===== src/rtl/mca_pkg.sv =====
`timescale 1ns/1ps
package mca_pkg;
   typedef enum logic [1:0] {
      OWN_IDLE = 2'd0,
      OWN_CPU  = 2'd1,
      OWN_DMA  = 2'd2
   } owner_e;
endpackage


===== src/rtl/mca_cfg_snap.sv =====
`timescale 1ns/1ps
// Captures configuration while the port is idle; frozen during a transfer.
module mca_cfg_snap #(
   parameter int ACC_W   = 16,
   parameter int RATIO_W = 8,
   parameter int DECR_W  = 8
) (
   input  logic               clk,
   input  logic               rst_n,
   input  logic               load_en,
   input  logic [RATIO_W-1:0] in_ratio,
   input  logic [DECR_W-1:0]  in_decr,
   input  logic [ACC_W-1:0]   in_limit,
   input  logic [ACC_W-2:0]   in_debt,
   output logic [RATIO_W-1:0] s_ratio,
   output logic [DECR_W-1:0]  s_decr,
   output logic [ACC_W-1:0]   s_limit,
   output logic [ACC_W-2:0]   s_debt
);
   always_ff @(posedge clk or negedge rst_n) begin
      if (!rst_n) begin
         s_ratio <= '0;
         s_decr  <= '0;
         s_limit <= '0;
         s_debt  <= '0;
      end else if (load_en) begin
         s_ratio <= in_ratio;
         s_decr  <= in_decr;
         s_limit <= in_limit;
         s_debt  <= in_debt;
      end
   end

   // nothing captured while a transfer holds the port
   a_r8_cfg_frozen: assert property (@(posedge clk) disable iff (!rst_n)
      !load_en |=> $stable({s_ratio, s_decr, s_limit, s_debt}));
endmodule


===== src/rtl/mca_credit.sv =====
`timescale 1ns/1ps
// Signed credit account: per-clock drain, per-grant charge, floor clamp, top saturation.
module mca_credit #(
   parameter int ACC_W     = 16,
   parameter int RATIO_W   = 8,
   parameter int DECR_W    = 8,
   parameter int BLEN_W    = 6,
   parameter int MUL_STYLE = 0
) (
   input  logic               clk,
   input  logic               rst_n,
   input  logic               charge_en,
   input  logic [BLEN_W-1:0]  blen,
   input  logic [RATIO_W-1:0] ratio,
   input  logic [DECR_W-1:0]  decr,
   input  logic [ACC_W-2:0]   debt_max,
   output logic [ACC_W-1:0]   acc_q,
   output logic               at_floor
);
   localparam int HALF_W = BLEN_W - 1;
   localparam int CHG_W  = RATIO_W + HALF_W;
   localparam int EXT_W  = ACC_W + 2;

   logic [HALF_W-1:0] half_cyc;
   logic [CHG_W-1:0]  prod;
   logic [ACC_W-1:0]  floor_v;
   logic signed [EXT_W-1:0] acc_x, decr_x, chg_x, floor_x, max_x, sum_x, nxt_x;

   assign half_cyc = HALF_W'(blen >> 1);

   generate
      if (MUL_STYLE == 0) begin : g_mul_direct
         assign prod = CHG_W'(ratio) * CHG_W'(half_cyc);
      end else begin : g_mul_shift
         always_comb begin
            prod = '0;
            for (int i = 0; i < RATIO_W; i++) begin
               if (ratio[i]) prod = prod + (CHG_W'(half_cyc) << i);
            end
         end
      end
   endgenerate

   assign floor_v = '0 - {1'b0, debt_max};
   assign acc_x   = {{2{acc_q[ACC_W-1]}}, acc_q};
   assign floor_x = {{2{floor_v[ACC_W-1]}}, floor_v};
   assign decr_x  = {{(EXT_W-DECR_W){1'b0}}, decr};
   assign chg_x   = charge_en ? {{(EXT_W-CHG_W){1'b0}}, prod} : '0;
   assign max_x   = {3'b000, {(ACC_W-1){1'b1}}};
   assign sum_x   = acc_x - decr_x + chg_x;

   always_comb begin
      if (sum_x > max_x)        nxt_x = max_x;
      else if (sum_x < floor_x) nxt_x = floor_x;
      else                      nxt_x = sum_x;
   end

   always_ff @(posedge clk or negedge rst_n) begin
      if (!rst_n) acc_q <= '0;
      else        acc_q <= nxt_x[ACC_W-1:0];
   end

   assign at_floor = (acc_q == floor_v);

   // account never below the floor in force at the edge that wrote it
   a_r4_floor: assert property (@(posedge clk) disable iff (!rst_n)
      1'b1 |=> !($signed(acc_q) < $signed($past(floor_v))));

   // plain drain when no charge and the floor is not reached
   a_r2_drain: assert property (@(posedge clk) disable iff (!rst_n)
      (!charge_en && (acc_x - decr_x >= floor_x))
      |=> (acc_q == $past(acc_q) - ACC_W'($past(decr))));

   // a charge larger than the drain raises an unsaturated account
   a_r3_charge_up: assert property (@(posedge clk) disable iff (!rst_n)
      (charge_en && (CHG_W'(decr) < prod) && (acc_x < max_x))
      |=> ($signed(acc_q) > $signed($past(acc_q))));

   // a non-negative account that gains net credit stays non-negative
   a_r9_no_wrap: assert property (@(posedge clk) disable iff (!rst_n)
      (!acc_q[ACC_W-1] && charge_en && (CHG_W'(decr) <= prod))
      |=> !acc_q[ACC_W-1]);
endmodule


===== src/rtl/mca_pick.sv =====
`timescale 1ns/1ps
// Idle-only decision and grant hold until transfer-done.
module mca_pick
   import mca_pkg::*;
(
   input  logic clk,
   input  logic rst_n,
   input  logic cpu_req,
   input  logic dma_req,
   input  logic xfer_done,
   input  logic cpu_first,
   input  logic at_floor,
   output logic cpu_gnt,
   output logic dma_gnt,
   output logic busy,
   output logic cpu_take,
   output logic cpu_free_start
);
   owner_e owner_q;
   logic   start, cpu_win, free_now;

   assign busy     = (owner_q != OWN_IDLE);
   assign start    = !busy && (cpu_req || dma_req);
   assign cpu_win  = cpu_req && (cpu_first || !dma_req);
   assign free_now = cpu_win && at_floor && !dma_req;

   assign cpu_take       = start && cpu_win && !free_now;
   assign cpu_free_start = start && free_now;

   always_ff @(posedge clk or negedge rst_n) begin
      if (!rst_n) begin
         owner_q <= OWN_IDLE;
      end else if (busy) begin
         if (xfer_done) owner_q <= OWN_IDLE;
      end else if (start) begin
         owner_q <= cpu_win ? OWN_CPU : OWN_DMA;
      end
   end

   assign cpu_gnt = (owner_q == OWN_CPU);
   assign dma_gnt = (owner_q == OWN_DMA);

   // priority by account versus threshold
   a_r6_cpu_first: assert property (@(posedge clk) disable iff (!rst_n)
      (!busy && cpu_req && dma_req && cpu_first) |=> cpu_gnt);
   a_r6_dma_first: assert property (@(posedge clk) disable iff (!rst_n)
      (!busy && dma_req && !cpu_first) |=> dma_gnt);

   // grant held until done, dropped right after done
   a_r7_hold: assert property (@(posedge clk) disable iff (!rst_n)
      (busy && !xfer_done) |=> ($stable(cpu_gnt) && $stable(dma_gnt)));
   a_r7_release: assert property (@(posedge clk) disable iff (!rst_n)
      (busy && xfer_done) |=> (!cpu_gnt && !dma_gnt));
   a_r7_idle_done: assert property (@(posedge clk) disable iff (!rst_n)
      (!busy && !cpu_req && !dma_req) |=> !busy);
endmodule


===== src/rtl/mem_credit_arbiter.sv =====
`timescale 1ns/1ps
module mem_credit_arbiter #(
   parameter int ACC_W     = 16,
   parameter int RATIO_W   = 8,
   parameter int DECR_W    = 8,
   parameter int BLEN_W    = 6,
   parameter int MUL_STYLE = 0
) (
   input  logic               clk,
   input  logic               rst_n,
   input  logic               cpu_req,
   input  logic               dma_req,
   input  logic [BLEN_W-1:0]  cpu_blen,
   input  logic [RATIO_W-1:0] cfg_ratio,
   input  logic [DECR_W-1:0]  cfg_decr,
   input  logic [ACC_W-1:0]   cfg_limit,
   input  logic [ACC_W-2:0]   cfg_debt_max,
   input  logic               xfer_done,
   output logic               cpu_gnt,
   output logic               dma_gnt,
   output logic [ACC_W-1:0]   credit_acct
);
   localparam int CHG_W = RATIO_W + BLEN_W - 1;

   generate
      if (ACC_W < 16) begin : g_chk_acc
         $error("mem_credit_arbiter: ACC_W must be at least 16");
      end
      if (BLEN_W < 2) begin : g_chk_blen
         $error("mem_credit_arbiter: BLEN_W must be at least 2");
      end
      if (CHG_W > ACC_W - 2) begin : g_chk_chg
         $error("mem_credit_arbiter: charge width too large for account");
      end
      if (DECR_W > ACC_W - 2) begin : g_chk_decr
         $error("mem_credit_arbiter: drain width too large for account");
      end
      if (MUL_STYLE != 0 && MUL_STYLE != 1) begin : g_chk_mul
         $error("mem_credit_arbiter: MUL_STYLE must be 0 or 1");
      end
   endgenerate

   logic [RATIO_W-1:0] s_ratio;
   logic [DECR_W-1:0]  s_decr;
   logic [ACC_W-1:0]   s_limit;
   logic [ACC_W-2:0]   s_debt;
   logic busy, cpu_take, cpu_free_start, at_floor, cpu_first;

   mca_cfg_snap #(.ACC_W(ACC_W), .RATIO_W(RATIO_W), .DECR_W(DECR_W)) u_snap (
      .clk      (clk),
      .rst_n    (rst_n),
      .load_en  (!busy),
      .in_ratio (cfg_ratio),
      .in_decr  (cfg_decr),
      .in_limit (cfg_limit),
      .in_debt  (cfg_debt_max),
      .s_ratio  (s_ratio),
      .s_decr   (s_decr),
      .s_limit  (s_limit),
      .s_debt   (s_debt)
   );

   mca_credit #(.ACC_W(ACC_W), .RATIO_W(RATIO_W), .DECR_W(DECR_W),
                .BLEN_W(BLEN_W), .MUL_STYLE(MUL_STYLE)) u_credit (
      .clk       (clk),
      .rst_n     (rst_n),
      .charge_en (cpu_take),
      .blen      (cpu_blen),
      .ratio     (s_ratio),
      .decr      (s_decr),
      .debt_max  (s_debt),
      .acc_q     (credit_acct),
      .at_floor  (at_floor)
   );

   assign cpu_first = ($signed(credit_acct) <= $signed(s_limit));

   mca_pick u_pick (
      .clk            (clk),
      .rst_n          (rst_n),
      .cpu_req        (cpu_req),
      .dma_req        (dma_req),
      .xfer_done      (xfer_done),
      .cpu_first      (cpu_first),
      .at_floor       (at_floor),
      .cpu_gnt        (cpu_gnt),
      .dma_gnt        (dma_gnt),
      .busy           (busy),
      .cpu_take       (cpu_take),
      .cpu_free_start (cpu_free_start)
   );

   // a free grant leaves the account where it was
   a_r5_free: assert property (@(posedge clk) disable iff (!rst_n)
      cpu_free_start |=> (credit_acct == $past(credit_acct)));

   // never both grants
   a_r7_exclusive: assert property (@(posedge clk) disable iff (!rst_n)
      1'b1 |-> !(cpu_gnt && dma_gnt));
endmodule


===== config.mk =====
export PLATFORM = sky130hd
export DESIGN_NAME = mem_credit_arbiter
export DESIGN_NICKNAME = d
export VERILOG_FILES = /design/src/rtl/mca_pkg.sv /design/src/rtl/mca_cfg_snap.sv /design/src/rtl/mca_credit.sv /design/src/rtl/mca_pick.sv /design/src/rtl/mem_credit_arbiter.sv
export SDC_FILE = /design/constraint.sdc
export NUM_CORES = 1
export LEC_CHECK = 0
export BUFFER_PORTS_ARGS = -buffer_cell sky130_fd_sc_hd__buf_2
export CAP_MARGIN = 20
export CORE_MARGIN = 2
export CORE_UTILIZATION = 54
export DETAILED_ROUTE_END_ITERATION = 10
export PLACE_DENSITY = 0.86
export SYNTH_ARGS = -nofsm -noshare
export SYNTH_HDL_FRONTEND = slang
export SYNTH_SLANG_ARGS = --single-unit

===== constraint.sdc =====
create_clock -name clk -period 7.4 [get_ports clk]
set_input_delay 0 -clock clk [delete_from_list [all_inputs] [get_ports clk]]
set_output_delay 0 -clock clk [all_outputs]
set_load 0.01 [all_outputs]

# Yosys cells after proc, flatten, opt, wreduce, memory -nomap -nowiden
# Cells that the tools add are included.
totals:
  inputBits: 58
  register_bits: 65
  elab_cells: 38
  out_inout_bits: 18
op_classes:
  n_reduce_logical: 14
  n_eq_ne: 4
  muxes: 7
  add_sub_neg: 3
  n_mul: 1
  magnitude_cmp: 3
ops:
  columns: ["op", "n"]
  rows:
  - ["16-bit 2-to-1 mux", 2]
  - ["17-bit by 14-bit adder with 18-bit output", 1]
  - ["18-bit by 16-bit > comparator with 1-bit output (second input constant)", 1]
  - ["18-bit by 16-bit less-than comparator with 1-bit output", 1]
  - ["16-bit by 9-bit subtractor with 17-bit output", 1]
  - ["16-bit == test", 1]
  - ["16-bit <= comparator", 1]
  - ["1-bit by 15-bit subtractor with 16-bit output (first input constant)", 1]
  - ["8-bit by 5-bit multiplier with 13-bit output", 1]
  - ["13-bit 2-to-1 mux", 1]
  - ["2-bit 2-to-1 mux", 4]
  - ["1-bit logical AND", 6]
  - ["2-bit nonzero test", 2]
  - ["1-bit zero test", 3]
  - ["2-bit by 1-bit == test with 1-bit output (second input constant)", 1]
  - ["2-bit == test (second input constant)", 1]
  - ["1-bit logical OR", 2]
  - ["2-bit inequality test (second input constant)", 1]
  - ["2-bit AND reduction", 1]

# Logic depth before layout (Yosys ltp)
# Gate-level depths: netlist (run 1).
depth:
  depth_word: 12
  ltp_mapped: 34

# Cells and area by module
# From an unflattened synthesis (run 1), not the netlist that was laid out.
unflattened:
  cells_unflattened: 653
  area_unflattened_um2: 6363.6
modules_own_cells:
  columns: ["module", "cells_per_inst", "instances", "area_each_um2"]
  rows:
  - ["mca_credit", 483, 1, 3951.3]
  - ["mca_cfg_snap", 99, 1, 1868.0]
  - ["mem_credit_arbiter", 57, 1, 415.4]
  - ["mca_pick", 14, 1, 128.9]

# Least setup slack after synthesis (run 1)
# Ideal clock, no wire load.
synth_timing:
  path_kind: "register to register"
  start: "reg u_snap.s_ratio[2]"
  end: "reg u_credit.acc_q[2]"
  t_arrival_ps: 7100
  path_stages_with_launch: 32
  setup_slack_ps: 166
  setup_time_ps: 134
  path_buffers: 2
  required_ps: 7266
  cell_sequence: "dfrtp_1 > and2_1 > fa_1 > fa_1 > inv_1 > fa_1 > inv_1 > ha_1 > nand2_1 > o21ai_0 > or4_1 > o311ai_0 > o21ai_0 > xor2_1 > nand2_1 > ha_1 > inv_1 > ha_1 > a2111oi_0 > a21oi_1 > a221oi_1 > xor2_1 > inv_1 > ha_1 > a21o_1 > a21oi_1 > nor4bb_1 > o22a_1 > clkbuf_1 > clkbuf_1 > mux2i_1 > nand2_1"
synth_between:
  elab_chain_cells: 6
  word_cells_on_any_way: 7
  cone_classes: "1 x add/sub; 1 x mul; 2 x order compare; 3 x mux"
synth_lines:
  columns: ["item", "line_no", "rtl"]
  rows:
  - ["from (decl)", "mca_cfg_snap.sv:15", "output logic [RATIO_W-1:0] s_ratio,"]
  - ["from (signal assigned)", "mca_cfg_snap.sv:27", "s_ratio <= in_ratio;"]
  - ["8-bit by 5-bit multiplier with 13-bit output (*)", "mca_credit.sv:33", "assign prod = CHG_W'(ratio) * CHG_W'(half_cyc);"]
  - ["13-bit 2-to-1 mux (*)", "mca_credit.sv:48", "assign chg_x = charge_en ? {{(EXT_W-CHG_W){1'b0}}, prod} : '0;"]
  - ["17-bit by 14-bit adder with 18-bit output (*)", "mca_credit.sv:50", "assign sum_x = acc_x - decr_x + chg_x;"]
  - ["18-bit by 16-bit less-than comparator with 1-bit output", "mca_credit.sv:54", "else if (sum_x < floor_x) nxt_x = floor_x;"]
  - ["16-bit 2-to-1 mux", "mca_credit.sv:54", null]
  - ["16-bit 2-to-1 mux (*)", "mca_credit.sv:53", "if (sum_x > max_x) nxt_x = max_x;"]
  - ["via u_credit.nxt_x[2]", "mca_credit.sv:27", "logic signed [EXT_W-1:0] acc_x, decr_x, chg_x, floor_x, max_x, sum_x, nxt_x;"]
  - ["to (signal assigned)", "mca_credit.sv:60", "else acc_q <= nxt_x[ACC_W-1:0];"]
  - ["to (decl)", "mca_credit.sv:17", "output logic [ACC_W-1:0] acc_q,"]
# Mark *: on every way through the listed nets, which the timed path passes. The rest lies on a longest branch.
# A chain may end at the register's enable or synchronous reset.

# Worst setup path after layout (run 1)
layout_timing:
  start: "reg u_snap.s_ratio[1]"
  end: "reg u_credit.acc_q[7]"
# The elaborated chain is that of the path after synthesis.

==> results of run 1 <==
-- cells by family (layout without fill, tap and decap cells) --
kind of cell,Yosys count,count (layout),synth area share
and+or+nand+nor,176,176,0.1497
buffers and inverters,123,261,0.07786
AOI/OAI and AO/OA,114,114,0.1239
adders and majority gates,103,103,0.2449
DFF,65,65,0.2685
xor gates and xnor gates,44,44,0.06485
muxes,39,39,0.07022
-- cell type report --
cell class / instances / area, µm²
Tap cell: 140 / 175.2
Clock buffer: 9 / 123.9
Fill cell: 770 / 3382
Multi-Input combinational cell: 476 / 4054
Inverter: 107 / 401.6
Clock inverter: 7 / 117.6
Timing Repair Buffer: 138 / 1006
Sequential cell: 65 / 1628
-- metrics by stage --
step           hold slack, ns    util  cell area, µm²  setup slack, ns
5_1_grt                0.1692  0.6894            7506          -0.1263
4_1_cts                0.1032  0.6767            7368          0.05306
3_3_place_gp           0.2002  0.6074            6614           0.2010
3_5_place_dp           0.2034  0.6074            6614          0.01220
6_report               0.1335  0.6894            7506           0.2955
2_1_floorplan         -0.2956       -            6058           0.1657
-- registers in the layout, indices dropped and copies added, names as in the netlist --
register / count
u_credit.acc_q: 16
u_pick.owner_q: 2
u_snap.s_debt: 15
u_snap.s_decr: 8
u_snap.s_limit: 16
u_snap.s_ratio: 8
-- repair_timing --
action                                  in CTS  in global routing
pin swaps                                    0                  9
buffers inserted                             0                  5
endpoints found under the hold margin      114                  0
hold buffers                                50                  0
gates resized for setup                      3                 18
gates cloned                                 0                  1
endpoints found under the setup margin      13                 16
-- cells in the mapped netlist, types with 5 or more instances --
library cell / number / share of area
a21o_1: 17 / 0.021
o21ai_0: 34 / 0.028
ha_1: 77 / 0.16
clkbuf_1: 13 / 0.0081
mux2i_1: 11 / 0.018
xnor2_1: 29 / 0.042
inv_1: 107 / 0.066
fa_1: 26 / 0.086
nand3_1: 5 / 0.0041
nand2b_1: 6 / 0.0062
a21oi_1: 22 / 0.018
nor2_1: 21 / 0.013
nand4_1: 7 / 0.0072
nand2_1: 70 / 0.043
mux2_2: 28 / 0.052
and2_1: 29 / 0.030
nor2b_1: 8 / 0.0083
dfrtp_1: 65 / 0.27
xor2_1: 14 / 0.020
-- routing by layer --
metal / global-route usage / vias up / share of wire
met5: 0 / - / 0
met4: 0.07866 / 0 / 0.021
met3: 0.04564 / 34 / 0.056
met2: 0.4562 / 179 / 0.50
met1: 0.3213 / 2553 / 0.43
li1: - / 2502 / -
-- critical path, delay by kind of cell (launching register included) --
family / cells / cell delay, ns
fa+ha+maj: 7 / 2.85
compound gates: 11 / 1.99
simple gates: 5 / 0.75
flops: 1 / 0.43
xor+xnor: 2 / 0.38
buf+inv: 5 / 0.36
mux: 1 / 0.21
-- path summary, 6_finish.rpt --
path | startpoint | endpoint | slack [ns] | cells after the start
worst max-delay path | u_snap.s_ratio[1]$_DFFE_PN0N_ | u_credit.acc_q[7]$_DFF_PN0_ | 0.30 | 31
worst min-delay path | cpu_req | u_pick.owner_q[0]$_DFFE_PN0P_ | 0.13 | 4
worst max register to register | u_snap.s_ratio[1]$_DFFE_PN0N_ | u_credit.acc_q[7]$_DFF_PN0_ | 0.30 | 31
worst min register to register | u_snap.s_limit[0]$_DFFE_PN0N_ | u_snap.s_limit[0]$_DFFE_PN0N_ | 0.53 | 1
max in group asynchronous | rst_n | u_snap.s_ratio[0]$_DFFE_PN0N_ | 6.43 | 3
min in group asynchronous | rst_n | u_snap.s_limit[12]$_DFFE_PN0N_ | 0.35 | 3
==> parameters.txt, run 1 <==
Parameter                              Value

Placement
  Post-detailed-placement half-perimeter wirelength    11,160 µm
  Post-Place Cells    870
  Placer congestion estimate    between 0.9 and 1
  Buffers added on ports    74

Worst setup path
  Crit path arrival time    approximately 7.4 ns
  Biggest cell delay along the critical path    0.54 ns
  Largest fanout of any net on the critical path    13
  Data required time at the worst endpoint    around 7.6 ns
  Worst Setup End Kind    flip-flop
  Crit path kind    flip-flop to flip-flop
  Kind of start point of the critical path    flip-flop
  Master of the slowest instance on the critical path    fa_1

CTS
  TritonCTS Sinks    65
  Number of H-tree levels    3
  Clock latency on the worst-skew pair    between 0.3 and 0.4 ns
  Clock edge transition at the registers on the reported setup and hold paths    around 0.080 ns
  CTS buffer count    9
  CTS tree    done
  Clock tree buffer depth    2
  Root buffer cell    clkbuf_8

STA
  Final clock skew    roughly 0.0086 ns
  Slew margin rel.    0.4362
  Final critical-path required period    slightly above 7 ns
  Final Hold Vio Count    0
  Total negative setup slack    0 ns
  Final worst path period share    0.9601
  Pins over their slew limit    0
  Worst Max-Slew Pin Slew    0.8458 ns
  Number of setup violations in the final report    0
  Highest clock rate    around 140 MHz

Route
  Drt first-iter violations    between 300 and 400
  Antenna-violating nets left    0
  Total length of routed wires    between 15,000 and 20,000 µm
  Number of vias after detailed routing    approximately 5.3k
  Detailed-route wire length per cell    between 15 and 20 µm
  Number of iterations in the first detailed-routing pass    7
  Residual DRC count    1
  Post-DR vias/cell    5.592

Floorplan
  Y dimension of the die    around 110 µm
  Initial core utilization    0.5564
  Io pins    76
  Placeable core region    roughly 11,000 µm²
  Die Outline Area    between 10,000 and 15,000 µm²
  Chip Width    approximately 110 µm
  Standard-cell rows    38

Status
  Violations in the final reports    design-rule violations
  Outcome    finished, violations left

Final layout
  Most frequent cells in the layout    inv_1, ha_1, buf_2, nand2_1, dfrtp_1
  Final cell count without fillers    ~940
  Net count of the finished layout    958
  Count of inserted antenna diode cells    0
  Fraction of layout instances using a drive strength above 1    0.2007
  Most common cell after layout, fill and taps aside    inv_1
  Area added between synthesis and finish    23.90%

Global route
  Number of global-route vias before repair    ~5.3k
  Antenna violations before repair    0
  Wire length of the first global-routing pass    24,220 µm
  Overall Global Routing Usage    0.2588
  Pin count of the biggest net entering global routing    68
  Total congestion overflow    0

Synthesis
  Post-synth top flop    dfrtp_1
  Share of async-settable or async-resettable flops after synthesis    1.000
  Share of the yosys chip area belonging to registers    0.2685
  Synth cell types    57
  Number of synthesized flops with an enable pin    0
  Count of synthesis-stage warnings from yosys    0
  Net count of the mapped netlist    roughly 830
  Netlist area before placement    around 6000 µm²
  FF+latch count, synth    between 60 and 70
  Average cell area after synthesis    a little over 9 µm²
  Synthesized netlist cell count    ~660

Run
  Number of maximum-capacitance violations    0

Hold path
  Classification of the worst-slack hold path    input port to flip-flop
Power of run 1 is not shown: default switching activity piles up to over one toggle a cycle in this logic, so the estimate is an artifact.
==> inputs of run 2 (changes only) <==
Settings changed: CORE_UTILIZATION 54 to 55, CTS_BUF_LIST from default to sky130_fd_sc_hd__clkbuf_4 sky130_fd_sc_hd__clkbuf_8, PLACE_DENSITY 0.86 to 0.87.
==> parameters.txt, run 2 (synthesis gave the netlist of run 1 again) <==
Parameter                              Value

Route
  Residual DRC count    0
  Number of vias after detailed routing    between 5k and 6k
  Drt first-iter violations    264
  Antenna-violating nets left    0
  Number of iterations in the first detailed-routing pass    7
  Detailed-route wire length per cell    about 16 µm
  Post-DR vias/cell    approximately 5.5
  Total length of routed wires    15,030 µm

STA
  Pins over their slew limit    0
  Final critical-path required period    7.153 ns
  Total negative setup slack    0 ns
  Slew margin rel.    0.4492
  Final Hold Vio Count    0
  Worst Max-Slew Pin Slew    0.8263 ns
  Highest clock rate    139.8 MHz
  Number of setup violations in the final report    0
  Final worst path period share    0.9666
  Least setup slack across all paths after layout    about 0.25 ns
  Final clock skew    ~0.018 ns

Worst setup path
  Worst Setup End Kind    flip-flop
  Kind of start point of the critical path    flip-flop
  Crit path arrival time    roughly 7.4 ns
  Largest fanout of any net on the critical path    12
  Worst Setup SP    u_snap.s_ratio[1]$_DFFE_PN0N_
  Crit path kind    flip-flop to flip-flop
  Reg-to-reg setup timing slack    0.25 ns
  Data required time at the worst endpoint    ~7.7 ns
  Master of the slowest instance on the critical path    fa_1
  Biggest cell delay along the critical path    0.54 ns
  Critical register-to-register path startpoint    u_snap.s_ratio[1]$_DFFE_PN0N_

Floorplan
  Die Outline Area    roughly 12,000 µm²
  Io pins    76
  Initial core utilization    0.5613
  Placeable core region    between 10,000 and 15,000 µm²
  Y dimension of the die    between 100 and 150 µm
  Chip Width    109.0 µm
  Standard-cell rows    38

Final layout
  Count of inserted antenna diode cells    0
  Most frequent cells in the layout    inv_1, ha_1, buf_2, nand2_1, dfrtp_1
  Register area    ~1600 µm²
  Fillers    between 700 and 800
  Area added between synthesis and finish    23.59%
  Area used by multi-input combinational logic    4066 µm²
  Fraction of layout instances using a drive strength above 1    0.2030
  Largest registers ranked by flip-flop count    u_credit.acc_q x16, u_snap.s_limit x16, u_snap.s_debt x15
  Most common cell after layout, fill and taps aside    inv_1
  Net count of the finished layout    between 900 and 1k

Global route
  Number of global-route vias before repair    5,331
  Total congestion overflow    0
  Pin count of the biggest net entering global routing    68
  Wire length of the first global-routing pass    roughly 24,000 µm
  Overall Global Routing Usage    0.2591
  Antenna violations before repair    0

Placement
  Worst setup timing slack at the placement stage    roughly 0.067 ns
  Post-detailed-placement half-perimeter wirelength    about 11,000 µm
  Buffers added on ports    74
  Placer congestion estimate    about 0.94

CTS
  TritonCTS Sinks    65
  Clock edge transition at the registers on the reported setup and hold paths    0.09 ns
  Number of H-tree levels    3
  CTS buffer count    9
  Clock latency on the worst-skew pair    around 0.37 ns
  Root buffer cell    clkbuf_8
  Clock tree buffer depth    2
  CTS tree    done

Hold path
  Classification of the worst-slack hold path    input port to flip-flop
  Startpoint of the worst hold path    dma_req

Run
  Number of maximum-capacitance violations    0

Status
  Outcome    finished clean
run 2: layout make-up:
cell class,count,area share
Sequential cell,65,0.2172
Clock inverter,5,0.007520
Tap cell,140,0.02340
Inverter,107,0.05364
Clock buffer,10,0.01838
Timing Repair Buffer,140,0.1367
Multi-Input combinational cell,476,0.5431
run 2: repair_timing:
action                                  in CTS  in global routing
endpoints found under the setup margin       0                 16
hold endpoints to repair                   114                  0
gates resized for setup                      0                 23
hold buffers                                51                  0
buffers inserted                             0                  6
run 2: critical path: cells and delay by family, from the launching register on:
family	cells	cell delay (ns)
buffers and inverters	6	0.47
DFF	1	0.43
adders and majority gates	7	2.70
AOI/OAI and AO/OA	10	1.93
and+or+nand+nor	6	1.10
xor gates and xnor gates	2	0.39
run 2: per-stage QoR:
step	std cells	cell area, µm²	utilization	hold slack (ns)
finish	943	7487	0.6937	0.1752
global route	943	7487	0.6937	0.1664
CTS	936	7318	0.6781	0.1492
detailed placement	870	6614	0.6128	0.2086
global placement	870	6614	0.6128	0.1997
floorplan	664	6058	-	-0.2956
run 2: final timing paths:
check                                                 end  depth (start not counted)
hold reg to reg              u_snap.s_decr[0]$_DFFE_PN0N_                          1
hold / removal              u_pick.owner_q[0]$_DFFE_PN0P_                          3
min in group asynchronous  u_snap.s_limit[12]$_DFFE_PN0N_                          3
setup reg to reg             u_credit.acc_q[12]$_DFF_PN0_                         31
max in group asynchronous   u_snap.s_ratio[7]$_DFFE_PN0N_                          3
setup / recovery             u_credit.acc_q[12]$_DFF_PN0_                         31
run 2: layer usage:
layer	global-route usage	share of wire	wire [µm]	up-vias
met4	0.09066	0.027	401	0
met1	0.3117	0.42	6313	2520
met5	0	0	0	-
met3	0.05081	0.051	768	36
li1	-	-	-	2503
met2	0.4596	0.50	7549	155
Power of run 2 is left out for the same reason.
==> inputs of run 3 (changes only) <==
==> constraint.sdc (replaced) <==
create_clock -name clk -period 7.4 [get_ports clk]
set_input_delay 0.37 -clock clk [delete_from_list [all_inputs] [get_ports clk]]
set_output_delay 0.37 -clock clk [all_outputs]
set_load 0.01 [all_outputs]
==> parameters.txt, run 3 (synthesis gave the netlist of run 1 again) <==
Parameter                              Value

Hold path
  Classification of the worst-slack hold path    input port to asynchronous set/reset pin

Placement
  Buffers added on ports    74
  Post-detailed-placement half-perimeter wirelength    11,210 µm
  Placer congestion estimate    approximately 0.94
  Post-Place Cells    871

CTS
  Root buffer cell    clkbuf_8
  Clock edge transition at the registers on the reported setup and hold paths    about 0.07 ns
  CTS buffer count    9
  Number of H-tree levels    3
  CTS tree    done
  Clock latency on the worst-skew pair    about 0.38 ns
  TritonCTS Sinks    65
  Clock tree buffer depth    2

Floorplan
  Chip Width    109.0 µm
  Standard-cell rows    38
  Initial core utilization    0.5613
  Y dimension of the die    between 100 and 150 µm
  Die Outline Area    ~12,000 µm²
  Placeable core region    about 11,000 µm²
  Io pins    76

STA
  Slew margin rel.    0.4498
  Worst Max-Slew Pin Slew    slightly above 0.8 ns
  Final worst path period share    0.9541
  Highest clock rate    ~140 MHz
  Final critical-path required period    roughly 7.1 ns
  Final Hold Vio Count    0
  Pins over their slew limit    0
  Number of setup violations in the final report    0
  Final clock skew    between 0.01 and 0.015 ns

Global route
  Total congestion overflow    0
  Overall Global Routing Usage    0.2548
  Wire length of the first global-routing pass    23,250 µm
  Antenna violations before repair    0
  Pin count of the biggest net entering global routing    68
  Number of global-route vias before repair    between 5k and 6k

Route
  Detailed-route wire length per cell    16.37 µm
  Post-DR vias/cell    5.692
  Total length of routed wires    about 15,000 µm
  Drt first-iter violations    240
  Antenna-violating nets left    0
  Number of iterations in the first detailed-routing pass    4
  Number of vias after detailed routing    5,072
  Residual DRC count    0

Worst setup path
  Biggest cell delay along the critical path    between 0.5 and 0.6 ns
  Critical register-to-register path startpoint    u_snap.s_ratio[0]$_DFFE_PN0N_
  Reg-to-reg setup timing slack    roughly 0.34 ns
  Largest fanout of any net on the critical path    13
  Crit path arrival time    roughly 7.3 ns
  Data required time at the worst endpoint    ~7.7 ns
  Crit path capture    u_credit.acc_q[7]$_DFF_PN0_
  Logic depth of the worst path, buffers included    31
  Buf+Inv Stages, Crit Path    4
  Worst Setup End Kind    flip-flop
  Master of the slowest instance on the critical path    fa_1
  Crit path kind    flip-flop to flip-flop
  Worst Reg2Reg Path Length in Cells    31
  Kind of start point of the critical path    flip-flop
  Endpoint of the lowest-slack register-to-register path    u_credit.acc_q[7]$_DFF_PN0_
  Worst Setup SP    u_snap.s_ratio[0]$_DFFE_PN0N_
  Cell family with the largest share of critical-path delay    adder cells

Final layout
  Area used by multi-input combinational logic    ~4100 µm²
  Net count of the finished layout    907
  Most common cell after layout, fill and taps aside    inv_1
  Fraction of layout instances using a drive strength above 1    0.2224
  Final cell count without fillers    approximately 900
  Largest registers ranked by flip-flop count    u_credit.acc_q x16, u_snap.s_limit x16, u_snap.s_debt x15
  Count of inserted antenna diode cells    0
  Most frequent cells in the layout    inv_1, buf_2, ha_1, nand2_1, dfrtp_1
  Register area    1629 µm²
  Area added between synthesis and finish    16.05%
  Fillers    roughly 830

Run
  Number of maximum-capacitance violations    0

Status
  Outcome    finished clean
-- run 3: final cells by class --
| class | count | share of cell area |
|---|---|---|
| multi-input cells | 476 | 0.5857 |
| flip-flops and latches | 65 | 0.2317 |
| well taps | 140 | 0.02492 |
| clock buffers | 12 | 0.02171 |
| repair buffers | 87 | 0.07137 |
| inverters | 107 | 0.05713 |
| clock inverters | 4 | 0.007475 |
-- run 3: worst reg2reg max path, delay by kind of cell (launching register included) --
| family | cells | cell delay [ns] |
|---|---|---|
| adder cells (fa/ha/maj) | 7 | 2.79 |
| XOR/XNOR | 2 | 0.40 |
| flip-flops | 1 | 0.42 |
| AND/OR/NAND/NOR | 6 | 0.85 |
| AO/OA/AOI/OAI | 11 | 1.91 |
| buffers and inverters | 4 | 0.34 |
| multiplexers | 1 | 0.22 |
-- run 3: what timing repair did --
action / in CTS / in global routing
buffers inserted: 0 / 3
pin swaps: 0 / 14
hold buffers: 0 / 0
endpoints found under the setup margin: 16 / 16
resized for setup: 6 / 28
gates cloned: 0 / 1
endpoints found under the hold margin: 0 / 0
-- run 3: through the flow --
step | hold WS (ns) | cell area [µm²] | setup WS, ns | util | setup TNS, ns
after floorplan | 0.07441 | 6058 | 0.1657 | - | 0
after global placement | 0.5107 | 6621 | 0.08599 | 0.6135 | 0
after detailed placement | 0.5226 | 6621 | -0.2872 | 0.6135 | -3.285
after CTS | 0.1956 | 6849 | 0.003404 | 0.6346 | 0
after global routing | 0.2132 | 7030 | -0.04602 | 0.6514 | -0.1081
final | 0.1730 | 7030 | 0.3398 | 0.6514 | 0
-- run 3: routing by layer --
layer  vias to the layer above  GRT usage  share of wire
met1                      2462     0.3122           0.42
met3                        38    0.05021          0.055
met2                       173     0.4317           0.50
met4                         0     0.1172          0.030
met5                         -          0              0
li1                       2399          -              -
-- run 3: worst min-delay path by stage --
stage / startpoint / end / cells after the start / slack [ns]
2_1_floorplan: rst_n / u_credit.acc_q[0]$_DFF_PN0_ / 0 / 0.07
3_3_place_gp: u_snap.s_decr[0]$_DFFE_PN0N_ / u_snap.s_decr[0]$_DFFE_PN0N_ / 1 / 0.51
3_5_place_dp: u_snap.s_limit[0]$_DFFE_PN0N_ / u_snap.s_limit[0]$_DFFE_PN0N_ / 1 / 0.52
4_1_cts: cfg_limit[8] / u_snap.s_limit[8]$_DFFE_PN0N_ / 3 / 0.20
5_1_grt: cfg_limit[1] / u_snap.s_limit[1]$_DFFE_PN0N_ / 3 / 0.21
6_report: rst_n / u_credit.acc_q[15]$_DFF_PN0_ / 2 / 0.17
Power of run 3 is left out for the same reason.
